## config.mk

```make
export PLATFORM = sky130hd
export DESIGN_NAME = note_tone_gen
export DESIGN_NICKNAME = d
export VERILOG_FILES = /design/src/rtl/tone_pkg.sv /design/src/rtl/tone_strobe.sv /design/src/rtl/note_pick.sv /design/src/rtl/note_divider.sv /design/src/rtl/note_tone_gen.sv
export SDC_FILE = /design/constraint.sdc
export NUM_CORES = 1
export LEC_CHECK = 0
export BUFFER_PORTS_ARGS = -buffer_cell sky130_fd_sc_hd__buf_4
export CAP_MARGIN = 10
export CORE_UTILIZATION = 35
export CTS_BUF_LIST = sky130_fd_sc_hd__clkbuf_4 sky130_fd_sc_hd__clkbuf_8
export DETAILED_ROUTE_END_ITERATION = 10
export SLEW_MARGIN = 25
export SYNTH_ARGS = -nofsm -noshare
export SYNTH_HDL_FRONTEND = slang
export SYNTH_HIERARCHICAL = 1
export SYNTH_SLANG_ARGS = --single-unit
```

## constraint.sdc

```tcl
create_clock -name clk_i -period 2.45 [get_ports clk_i]
set_input_delay 0.1225 -clock clk_i [delete_from_list [all_inputs] [get_ports clk_i]]
set_output_delay 0.1225 -clock clk_i [all_outputs]
set_load 0.05 [all_outputs]
```

## src/rtl/tone_pkg.sv

```systemverilog
package tone_pkg;
  localparam int unsigned NOTE_COUNT = 7;
  localparam int unsigned DAC_W      = 12;

  localparam logic [DAC_W-1:0] CODE_HI  = 12'hC00;
  localparam logic [DAC_W-1:0] CODE_LO  = 12'h400;
  localparam logic [DAC_W-1:0] CODE_MID = 12'h800;

  // pitch in millihertz, index 0 = C4 .. 6 = B4
  function automatic int unsigned note_mhz(input int unsigned idx);
    case (idx)
      0:       return 261626;
      1:       return 293665;
      2:       return 329628;
      3:       return 349228;
      4:       return 391995;
      5:       return 440000;
      default: return 493883;
    endcase
  endfunction

  // rounded clocks per half period
  function automatic int unsigned half_cycles(input int unsigned clk_hz, input int unsigned idx);
    longint unsigned num, den;
    num = longint'(clk_hz) * 64'd1000;
    den = 64'd2 * longint'(note_mhz(idx));
    return int'((num + den / 2) / den);
  endfunction
endpackage

```

## src/rtl/tone_strobe.sv

```systemverilog
module tone_strobe #(
  parameter int unsigned DIV = 5000
) (
  input  logic clk_i,
  input  logic rst_ni,
  output logic tick_o
);
  localparam int unsigned W = (DIV > 1) ? $clog2(DIV) : 1;
  localparam logic [W-1:0] LAST = W'(DIV - 1);

  logic [W-1:0] cnt_q;

  always_ff @(posedge clk_i or negedge rst_ni) begin
    if (!rst_ni)            cnt_q <= '0;
    else if (cnt_q == LAST) cnt_q <= '0;
    else                    cnt_q <= cnt_q + W'(1);
  end

  assign tick_o = (cnt_q == LAST);
endmodule

```

## src/rtl/note_pick.sv

```systemverilog
module note_pick #(
  parameter int unsigned N = 7
) (
  input  logic                 clk_i,
  input  logic                 rst_ni,
  input  logic [N-1:0]         sw_i,
  output logic                 vld_o,
  output logic [$clog2(N)-1:0] idx_o
);
  localparam int unsigned IW = $clog2(N);

  logic [IW-1:0] pick;

  // lowest index wins
  always_comb begin
    pick = '0;
    for (int i = N - 1; i >= 0; i--) begin
      if (sw_i[i]) pick = IW'(i);
    end
  end

  always_ff @(posedge clk_i or negedge rst_ni) begin
    if (!rst_ni) begin
      vld_o <= 1'b0;
      idx_o <= '0;
    end else begin
      vld_o <= |sw_i;
      idx_o <= pick;
    end
  end
endmodule

```

## src/rtl/note_divider.sv

```systemverilog
module note_divider #(
  parameter int unsigned HALF = 191113
) (
  input  logic clk_i,
  input  logic rst_ni,
  input  logic en_i,
  output logic phase_o
);
  localparam int unsigned W = (HALF > 1) ? $clog2(HALF) : 1;
  localparam logic [W-1:0] LAST = W'(HALF - 1);

  logic [W-1:0] cnt_q;

  // idle divider parks at count 0, high phase
  always_ff @(posedge clk_i or negedge rst_ni) begin
    if (!rst_ni) begin
      cnt_q   <= '0;
      phase_o <= 1'b1;
    end else if (!en_i) begin
      cnt_q   <= '0;
      phase_o <= 1'b1;
    end else if (cnt_q == LAST) begin
      cnt_q   <= '0;
      phase_o <= ~phase_o;
    end else begin
      cnt_q   <= cnt_q + W'(1);
    end
  end
endmodule

```

## src/rtl/note_tone_gen.sv

```systemverilog
module note_tone_gen
  import tone_pkg::*;
#(
  parameter int unsigned CLK_HZ    = 100_000_000,
  parameter int unsigned SAMPLE_HZ = 20_000
) (
  input  logic                  clk_i,
  input  logic                  rst_ni,
  input  logic [NOTE_COUNT-1:0] sw_i,
  output logic [DAC_W-1:0]      dac_o
);
  localparam int unsigned SDIV = CLK_HZ / SAMPLE_HZ;
  localparam int unsigned IW   = $clog2(NOTE_COUNT);

  logic                  tick;
  logic                  sel_vld;
  logic [IW-1:0]         sel_idx;
  logic [NOTE_COUNT-1:0] phase;
  logic [DAC_W-1:0]      code;

  tone_strobe #(.DIV(SDIV)) u_strobe (
    .clk_i (clk_i),
    .rst_ni(rst_ni),
    .tick_o(tick)
  );

  note_pick #(.N(NOTE_COUNT)) u_pick (
    .clk_i (clk_i),
    .rst_ni(rst_ni),
    .sw_i  (sw_i),
    .vld_o (sel_vld),
    .idx_o (sel_idx)
  );

  for (genvar g = 0; g < NOTE_COUNT; g++) begin : g_note
    note_divider #(.HALF(half_cycles(CLK_HZ, g))) u_div (
      .clk_i  (clk_i),
      .rst_ni (rst_ni),
      .en_i   (sel_vld && (sel_idx == IW'(g))),
      .phase_o(phase[g])
    );
  end

  always_comb begin
    if (!sel_vld)            code = CODE_MID;
    else if (phase[sel_idx]) code = CODE_HI;
    else                     code = CODE_LO;
  end

  always_ff @(posedge clk_i or negedge rst_ni) begin
    if (!rst_ni)   dac_o <= CODE_MID;
    else if (tick) dac_o <= code;
  end
endmodule

```

==> summary.md <==
| Metric | Value |
|---|---|
| Core area | `between 20000 and 25000 sq um` |
| WP depth | `6` |
| Asr flop ratio synth | `100.0%` |
| Largest cells by area after synthesis | `dfrtp_1, xnor2_1, nor2_1` |
| Crit path from | `sw_i[2]` |
| Net Sw Frac | `between 20% and 30%` |
| Clk root buf | `clkbuf_8` |
| Critical Path End Type | `register` |
| Clock power share | `approximately 42%` |
| Most frequent cells in the layout | `dfrtp_1, nor2_1, xnor2_1` |
| Setup WS post-layout | `0.2196 ns` |
| Die height | `151.1 um` |
| Reg2Reg Setup Slack | `about 0.46 ns` |
| Crit Path Max Fanout | `3` |
| Standard-cell rows | `54` |
| Slowest stage cell, crit path | `dlygate4sd3_1` |
| First-pass GRT wire length | `25350 um` |
| Fin. Hold Viols | `0` |
| Cell mode on critical path | `dlygate4sd3_1` |
| DRT Wirelength | `roughly 14000 um` |
| Number of fill cells | `2150` |
| Share of cells above drive strength 1 | `11.84%` |
| Commonest non-fill, non-tap cell in the layout | `dfrtp_1` |
| Buf/Inv on CP | `4` |
| Antenna Nets Post-Route | `0` |
| Top achievable clock speed | `448.4 MHz` |
| Syn-to-layout area delta | `10.38%` |
| WL/cell | `12.88 um` |
| Drt pass-1 iters | `6` |
| RD Place Congestion | `between 0.7 and 0.8` |
| Overflow left after global routing | `0` |
| TritonCTS Buffers | `17` |
| Fin nets | `830` |
| Setup Total Neg Slack | `0 ns` |
| Clock tree buffer depth | `2` |
| Dpl ws | `0.4238 ns` |
| Vias post-DR | `5456` |
| Clock Skews | `0.01608 ns` |
| Vias in the first global route | `between 5k and 6k` |
| Crit start category | `input port` |
| Critical R2R Capture | `g_note[5].u_div/cnt_q[16]$_DFF_PN0_` |
| Port Buffer Count | `10` |
| Status | `finished clean` |
| Worst-Skew Late Latency | `0.45 ns` |
| Unrepaired setup endpoints after global routing | `false` |
| Peak supply drop | `291.5 uV` |
| CTS H-tree lvls | `4` |
| Worst-path clk slew | `0.08 ns` |
| Dpl hpwl | `9570 um` |
| DR iter-0 viols | `312` |
| Rel. slew slack | `57.22%` |
| Via/cell ratio | `4.965` |
| Seq cells post-synth | `around 150` |
| Syn. warnings | `6` |
| Post-synth top area cell | `dfrtp_1` |
| Static Leak | `between 3 and 4 nW` |
| Critical Path Max Stage Delay | `approximately 0.59 ns` |
| N_diodes | `0` |
| CTS tree | `yes` |
| Sw Pwr | `1.093 mW` |
| Combinational share of power | `4.1%` |
| Slew at the pin closest to its max-slew limit | `0.6368 ns` |
| Worst-case reg-to-reg path depth | `5` |
| Final setup fails | `0` |
| Pins over their slew limit | `0` |
| Data arrival, critical path | `2.61 ns` |
| DRC viols | `0` |
| Sink Count | `149` |
| R2r startpoint | `g_note[5].u_div/cnt_q[10]$_DFF_PN0_` |
| Largest net degree at the start of global routing | `between 60 and 70` |
| Pwr Density | `535.8 nW/um^2` |
| Syn Std Cell Area | `~7800 sq um` |
| Pint | `3.506 mW` |
| Final worst-path cycle share | `approximately nine tenths` |
| IO Pins | `21` |
| Tot GR Track Use | `13.86%` |
| Cells along the critical path | `dlygate4sd3_1 -> buf_4 -> or4_1 -> dlygate4sd3_1 -> nor2_1 -> dlygate4sd3_1` |
| Max Cap Viol | `0` |
| Die ar. | `22820 sq um` |
| Sequential fraction of the synthesis area | `between 40% and 50%` |
| Synth Instances | `778` |
| Seq pwr share | `54.3%` |
| Critical path class | `in2reg` |
| Starting density of the core | `35.64%` |
| Largest delay contributor family on the critical path | `buffers and inverters` |
| Critical Path End | `u_pick/idx_o[2]$_DFF_PN0_` |
| Most used DFF post-synth | `dfrtp_1` |
| Post-synth top area share | `45.37%` |
| Die W | `151.1 um` |
| Syn_area_per_cell | `9.997 sq um` |
| Post-synth EDFFs | `0` |
| HP Class | `in2reg` |
| Initial antenna violation count | `0` |
| Worst Path Required | `between 2 and 3 ns` |
| Post-layout minimum cycle time | `2.230 ns` |
| Distinct cells, synth | `between 60 and 70` |
-- worst min-delay path: cells and delay by family --
kind / cells / cell delay [ns]
AND/OR/NAND/NOR: 1 / 0.09
AO/OA/AOI/OAI: 1 / 0.17
buffers and inverters: 1 / 0.12
-- power by group through the flow --
stage          clock network [mW]  logic [mW]  registers [mW]
6_report                     1.91       0.190            2.50
5_1_grt                      2.09       0.220            2.50
4_1_cts                      1.99       0.197            2.50
3_5_place_dp                    0       0.187            2.55
3_3_place_gp                    0       0.186            2.55
2_1_floorplan                   0       0.122            2.54
-- logic make-up (layout without fill, tap and decap cells) --
logic type | after synthesis | in the layout | share of synthesized area, %
simple gates | 398 | 398 | 28.47
compound gates | 47 | 47 | 4.006
xor+xnor | 105 | 105 | 11.82
buf+inv | 58 | 90 | 4.376
fa+ha+maj | 14 | 14 | 2.252
other cells | 1 | 10 | 0.04822
mux | 6 | 6 | 0.9492
flops | 149 | 149 | 48.07
-- registers in the layout (all words and copies together), names as in the netlist --
signal                cells
g_note.u_div/phase_o      7
u_pick/vld_o              1
g_note.u_div/cnt_q      123
u_pick/idx_o              3
u_strobe/cnt_q           13
dac_o                     2
-- stage by stage --
step                      instances  util (%)  cell area (sq um)  hold WS, ns  power [mW]
after global routing           1099     39.34               8584      0.07143       4.816
final                          1099     39.34               8584      0.09320       4.600
after detailed placement       1059     37.10               8097       0.1124       2.734
after global placement         1059     37.10               8097       0.1107       2.733
after floorplan                 787         -               7811      -0.1731       2.660
after CTS                      1099     39.34               8584      0.06073       4.687
-- cell type report --
class	instances	area (sq um)	area share, %
tap	280	350.3	4.081
clock inverter	10	121.4	1.414
clock buffer	21	276.5	3.221
timing repair buffer	28	249.0	2.900
sequential	149	3739	43.55
multi-input combinational	580	3732	43.48
inverter	31	116.4	1.355
-- how the worst min path moves through the flow --
stage	depth (start not counted)	start	endpoint	slack (ns)
final	3	sw_i[3]	u_pick/idx_o[1]$_DFF_PN0_	0.09
after global placement	1	rst_ni	g_note[4].u_div/cnt_q[4]$_DFF_PN0_	0.11
after CTS	3	sw_i[3]	u_pick/idx_o[1]$_DFF_PN0_	0.06
after global routing	3	sw_i[3]	u_pick/idx_o[1]$_DFF_PN0_	0.07
after detailed placement	1	rst_ni	g_note[4].u_div/cnt_q[4]$_DFF_PN0_	0.11
after floorplan	0	rst_ni	dac_o[10]$_DFFE_PN0P_	-0.17
-- repair_timing --
action	in CTS	in global routing
setup endpoints to repair	0	0
hold buffers	9	0
setup buffers	0	0
resized for setup	0	0
endpoints found under the hold margin	53	0
-- per-layer routing --
layer | GRT usage [%] | routed length [um] | vias up
met1 | 19.15 | 7122 | 2627
met2 | 21.08 | 6573 | 53
met3 | 3.524 | 347 | 9
li1 | - | - | 2767
met5 | 0 | 0 | -
met4 | 4.550 | 111 | 0
-- cell usage after synthesis (4+ instances only) --
master,number
a21oi_1,14
mux2i_1,4
nand2_1,35
buf_4,11
nor2_1,136
nand3_1,44
buf_2,4
or4_4,5
buf_6,8
nand4_1,42
xor2_1,37
xnor2_1,68
o31ai_1,4
inv_1,31
nor3_1,27
dfrtp_1,141
nor4_1,27
nand2b_1,4
dfstp_2,8
and3_1,10
or3_1,11
or4_1,6
nor4bb_1,4
ha_1,14
o21ai_0,13
(Power assumes the default switching activity.)
